==> config.mk <==
export PLATFORM = sky130hd
export DESIGN_NAME = tx_word_deser
export DESIGN_NICKNAME = d
export VERILOG_FILES = /design/src/rtl/afe_txdes_pkg.sv /design/src/rtl/txdes_framer.sv /design/src/rtl/txdes_lane.sv /design/src/rtl/tx_word_deser.sv
export SDC_FILE = /design/constraint.sdc
export NUM_CORES = 1
export LEC_CHECK = 0
export BUFFER_PORTS_ARGS = -buffer_cell sky130_fd_sc_hd__buf_2
export CORE_ASPECT_RATIO = 2
export CORE_UTILIZATION = 59
export DETAILED_ROUTE_END_ITERATION = 8
export MAX_ROUTING_LAYER = met4
export PLACE_DENSITY = 0.91
export SETUP_SLACK_MARGIN = 0.2
export SYNTH_ARGS = -nofsm -noshare
export SYNTH_HDL_FRONTEND = slang
export SYNTH_SLANG_ARGS = --single-unit
==> constraint.sdc <==
create_clock -name clk -period 2.7 [get_ports clk]
set_input_delay 0.675 -clock clk [delete_from_list [all_inputs] [get_ports clk]]
set_output_delay 0.675 -clock clk [all_outputs]
set_load 0.02 [all_outputs]
==> src/rtl/afe_txdes_pkg.sv <==
package afe_txdes_pkg;
  typedef enum logic {
    MODE_FULL = 1'b0,
    MODE_HALF = 1'b1
  } rate_mode_e;

  localparam int unsigned MAX_WORDS_PER_FRAME = 4;
endpackage

==> src/rtl/txdes_framer.sv <==
module txdes_framer
  import afe_txdes_pkg::*;
#(
  parameter int unsigned PAIRS     = 8,
  parameter int unsigned MAX_WORDS = MAX_WORDS_PER_FRAME
) (
  input  logic clk,
  input  logic rst_n,
  input  logic ph_en,
  input  logic frame_mark,
  input  logic rate_mode,
  output logic shift_o,
  output logic restart_o,
  output logic done_o
);
  localparam int unsigned CNT_W = (PAIRS > 1) ? $clog2(PAIRS) : 1;
  localparam int unsigned IDX_W = (MAX_WORDS > 1) ? $clog2(MAX_WORDS) : 1;
  localparam logic [CNT_W-1:0] CNT_LAST = CNT_W'(PAIRS - 1);
  localparam logic [IDX_W-1:0] IDX_FULL = IDX_W'(MAX_WORDS / 2 - 1);
  localparam logic [IDX_W-1:0] IDX_HALF = IDX_W'(MAX_WORDS - 1);

  logic [CNT_W-1:0] pair_cnt;
  logic [IDX_W-1:0] word_idx;
  logic [IDX_W-1:0] idx_last;
  logic             active;
  logic             restart;
  logic             step;
  logic             wrap;

  assign restart = ph_en & frame_mark;
  assign step    = ph_en & active & ~frame_mark;
  assign wrap    = step & (pair_cnt == CNT_LAST);

  always_ff @(posedge clk or negedge rst_n) begin
    if (!rst_n) begin
      pair_cnt <= '0;
      word_idx <= '0;
      idx_last <= IDX_FULL;
      active   <= 1'b0;
    end else if (restart) begin
      pair_cnt <= CNT_W'(1);
      word_idx <= '0;
      active   <= 1'b1;
      idx_last <= (rate_mode_e'(rate_mode) == MODE_HALF) ? IDX_HALF : IDX_FULL;
    end else if (wrap) begin
      pair_cnt <= '0;
      word_idx <= word_idx + 1'b1;
      if (word_idx == idx_last) active <= 1'b0;
    end else if (step) begin
      pair_cnt <= pair_cnt + 1'b1;
    end
  end

  assign shift_o   = restart | step;
  assign restart_o = restart;
  assign done_o    = wrap;

  // nothing moves in clocks without the strobe
  p_no_strobe_hold_r8: assert property (@(posedge clk) disable iff (!rst_n)
    !ph_en |=> ($stable(pair_cnt) && $stable(word_idx) && $stable(active)));

  // a marker always restarts at the second pair position
  p_mark_restart_r7: assert property (@(posedge clk) disable iff (!rst_n)
    (ph_en && frame_mark) |=> (pair_cnt == CNT_W'(1) && word_idx == '0 && active));

  // after the last word of a frame the sequencer goes idle
  p_frame_end_r6: assert property (@(posedge clk) disable iff (!rst_n)
    (done_o && word_idx == idx_last) |=> !active);
endmodule

==> src/rtl/txdes_lane.sv <==
module txdes_lane #(
  parameter int unsigned WORD_W = 16,
  parameter int unsigned PAIR_W = 2
) (
  input  logic              clk,
  input  logic              rst_n,
  input  logic              shift,
  input  logic              restart,
  input  logic              done,
  input  logic [PAIR_W-1:0] lane,
  output logic [WORD_W-1:0] word
);
  localparam int unsigned SR_W = WORD_W - PAIR_W;

  logic [SR_W-1:0]   sr;
  logic [WORD_W-1:0] word_q;

  always_ff @(posedge clk or negedge rst_n) begin
    if (!rst_n) begin
      sr <= '0;
    end else if (restart) begin
      sr <= {{(SR_W-PAIR_W){1'b0}}, lane};
    end else if (shift) begin
      sr <= {sr[SR_W-PAIR_W-1:0], lane};
    end
  end

  always_ff @(posedge clk or negedge rst_n) begin
    if (!rst_n) word_q <= '0;
    else if (done) word_q <= {sr, lane};
  end

  assign word = word_q;

  // output word only changes at a completed word
  p_word_hold_r4: assert property (@(posedge clk) disable iff (!rst_n)
    !done |=> $stable(word_q));
endmodule

==> src/rtl/tx_word_deser.sv <==
module tx_word_deser
  import afe_txdes_pkg::*;
#(
  parameter int unsigned NUM_CH = 2,
  parameter int unsigned WORD_W = 16,
  parameter int unsigned PAIR_W = 2
) (
  input  logic                       clk,
  input  logic                       rst_n,
  input  logic                       ph_en,
  input  logic                       frame_mark,
  input  logic                       rate_mode,
  input  logic [NUM_CH*PAIR_W-1:0]   lane_in,
  output logic [NUM_CH*WORD_W-1:0]   word_out,
  output logic                       word_vld
);
  localparam int unsigned PAIRS = WORD_W / PAIR_W;

  logic shift, restart, done;
  logic vld_q;

  txdes_framer #(
    .PAIRS     (PAIRS),
    .MAX_WORDS (MAX_WORDS_PER_FRAME)
  ) u_framer (
    .clk        (clk),
    .rst_n      (rst_n),
    .ph_en      (ph_en),
    .frame_mark (frame_mark),
    .rate_mode  (rate_mode),
    .shift_o    (shift),
    .restart_o  (restart),
    .done_o     (done)
  );

  for (genvar c = 0; c < NUM_CH; c++) begin : g_ch
    txdes_lane #(
      .WORD_W (WORD_W),
      .PAIR_W (PAIR_W)
    ) u_lane (
      .clk     (clk),
      .rst_n   (rst_n),
      .shift   (shift),
      .restart (restart),
      .done    (done),
      .lane    (lane_in[c*PAIR_W +: PAIR_W]),
      .word    (word_out[c*WORD_W +: WORD_W])
    );
  end

  always_ff @(posedge clk or negedge rst_n) begin
    if (!rst_n) vld_q <= 1'b0;
    else        vld_q <= done;
  end

  assign word_vld = vld_q;

  // valid is a single-clock pulse
  p_vld_single_r3: assert property (@(posedge clk) disable iff (!rst_n)
    vld_q |=> !vld_q);

  // a pulse only follows a strobed clock
  p_vld_after_strobe_r8: assert property (@(posedge clk) disable iff (!rst_n)
    !ph_en |=> !vld_q);
endmodule

==> impl_metrics.tcl <==
set metrics [dict create \
    power.density_nw_per_um2 792.5 \
    dp_hpwl_um 2712 \
    async_flop_share 1.000 \
    synth_top_cell_by_area "dfrtp_1" \
    synth_area_leaders "dfrtp_1 (64%), mux2_4 (14%), a22o_1 (8.2%), mux2_2 (5.5%), buf_12 (2.3%)" \
    run_status "completed" \
    timing.rr.end "g_ch[1].u_lane.word[0]" \
    drt_wl_total_um 4184 \
    whs_ps 335.1 \
    numCtsBuffers 9 \
    synth_seq_area_share 0.6388 \
    timing.final.ws_setup_ps 894.8 \
    postCtsHoldBufs 0 \
    ir_worst_vdd_mv 0.5524 \
    core-area_um2 4339 \
    slew_violations 0 \
    critPathRequiredTime_ps 2920 \
    skew_ps 3.858 \
    max_freq_mhz 553.9 \
    dr.pass1.iters 4 \
    cts_setup_buffers 0 \
    synth_top_area_share 0.6388 \
    synth_seq_cells 68 \
    die_height_um 97.03 \
    drt-initial-drc-count 33 \
    die_w_um 49.51 \
    fillers 298 \
    rows 34 \
    drt-vias-per-instance 5.430 \
    hold_viol 0 \
    initial_core_util 0.6139 \
    grt_pass1_vias 1482 \
    diodes 0 \
    clk_pin_slew_ps 70 \
    utilization 0.7290 \
    fin_area_um2 3163 \
    placed_cells 249 \
    clk_path_buf_depth 2 \
    post-place-ws_ps 711.0 \
    r2r_cells 5 \
    yosysWarnings 0 \
    crit_path_end_kind "register" \
    total_power_mw 2.507 \
    cts_max_level 3 \
    worst-path-max-fanout 25 \
    io_pins 42 \
    syn-num-nets 169 \
    post_dp_cell_area_um2 2900 \
    fin_cells 265 \
    place_congestion 0.7310 \
    ant_nets 0 \
    crit_top_cell "ha_1" \
    antenna_found_initial 0 \
    slowest_delay_ps 390 \
    fin_crit_sh 0.6686 \
    max-slew-margin-rel 0.6710 \
    grt_max_degree 69 \
    cpLargestDelayFamily "multiplexers" \
    synth_most_common_cell "dfrtp_1" \
    clock_latency_ps 330 \
    wl_per_cell_um 15.79 \
    hold_class "input port to asynchronous set/reset pin" \
    cts-root-buf "clkbuf_8" \
    grt_use_total 0.2115 \
    area.growth.synth_to_final_pct 18.74 \
    drive_gt1_frac 0.4929 \
    nets 217 \
    overflow 0 \
    synth_edf_count 0 \
    clock-sinks 68 \
    cap_violations 0 \
    die-area_um2 4804 \
    yosys-top-cells-count "dfrtp_1 (68), a22o_1 (25), mux2_4 (25)" \
    grt_pass1_wl_um 7155 \
    final.min_clock_period_ps 1805 \
    fin_setup_tns_ps 0 \
    syn_inst 158 \
    path_buf_inv 1 \
    path_class "register to register" \
    drc 0 \
    vias 1439 \
    cts_tree "done" \
    port_buffers 41 \
    cp.arrival_ps 2020 \
    max_slew.worst_pin.slew_ps 493.4 \
    cts_resized 0 \
    static-leakage-power_nw 1.654 \
    setup_viol 0 \
    synth_area_um2 2664 \
    synth_ff_type "dfrtp_1" \
    worstPathCellList "ha_1 > ha_1 > and4b_2 > buf_4 > mux2_2" \
    reg2reg_from "u_framer.pair_cnt[0]" \
    rsz0062_at_grt "no" \
    synth.avg_cell_area_um2 16.86 \
    startpoint_type "register" \
    r2r_slack_ps 890 \
    synthDistinctLibCells 20 \
    cp_slowest_cell "mux2_2" \
]
how the worst max path moves through the flow:
stage / start / to / slack, ps / cells after the start
after floorplan: frame_mark / g_ch[0].u_lane.word[0] / 1070 / 4
after detailed placement: frame_mark / g_ch[1].u_lane.word[0] / 710 / 4
after global placement: frame_mark / g_ch[1].u_lane.word[5] / 750 / 4
after global routing: u_framer.pair_cnt[0] / g_ch[1].u_lane.word[0] / 820 / 5
final: u_framer.pair_cnt[0] / g_ch[1].u_lane.word[0] / 890 / 5
after CTS: u_framer.pair_cnt[0] / g_ch[1].u_lane.word[0] / 890 / 5
logic make-up after synthesis:
kind of cell | count (synthesis) | share of synthesized area
AND/OR/NAND/NOR | 6 | 0.01315
multiplexers | 39 | 0.1996
AO/OA/AOI/OAI | 30 | 0.09394
buffers and inverters | 11 | 0.03852
flip-flops | 68 | 0.6388
XOR/XNOR | 2 | 0.006577
adder cells (fa/ha/maj) | 2 | 0.009393
routing by layer:
metal  GRT usage  wire [um]  vias up  part of all wire
li1            -          -      673                 -
met1      0.2791       1852      735              0.44
met2      0.3024       2137       25              0.51
met3     0.05660        121        6             0.029
met4      0.1055         73        0             0.017
met5           -          0        -                 0
sequential cells by signal, indices dropped and copies added (netlist names):
signal	flops
g_ch.u_lane.word	32
g_ch.u_lane.sr	28
u_framer.pair_cnt	3
u_framer.word_idx	2
u_framer.active	1
u_framer.idx_last	1
word_vld	1
where the power goes:
part           internal (mW)  leakage [nW]  switching (mW)
combinational          0.132         0.603           0.146
sequential              1.10         0.918          0.0535
clock                  0.705         0.133           0.367
final cells by class:
class	count	area [um2]	share of cell area
repair buffers	47	262.8	0.08307
multi-input cells	79	864.6	0.2733
well taps	54	67.56	0.02136
clock inverters	7	138.9	0.04391
inverters	1	3.754	0.001187
flip-flops and latches	68	1702	0.5380
clock buffers	9	123.9	0.03916
layout by cell type (no fill, tap or decap), drive strengths merged:
master  count
inv         1
dfrtp      68
nor2        1
mux2i       1
a21oi       2
a31oi       1
clkbuf      9
a22o       25
a32o        1
clkinv      3
mux2       38
and4b       1
and3b       1
buf        47
o21ai       1
xnor2       2
ha          2
bufinv      4
nand2       3
No activity file was read; power rests on OpenSTA's default activity.
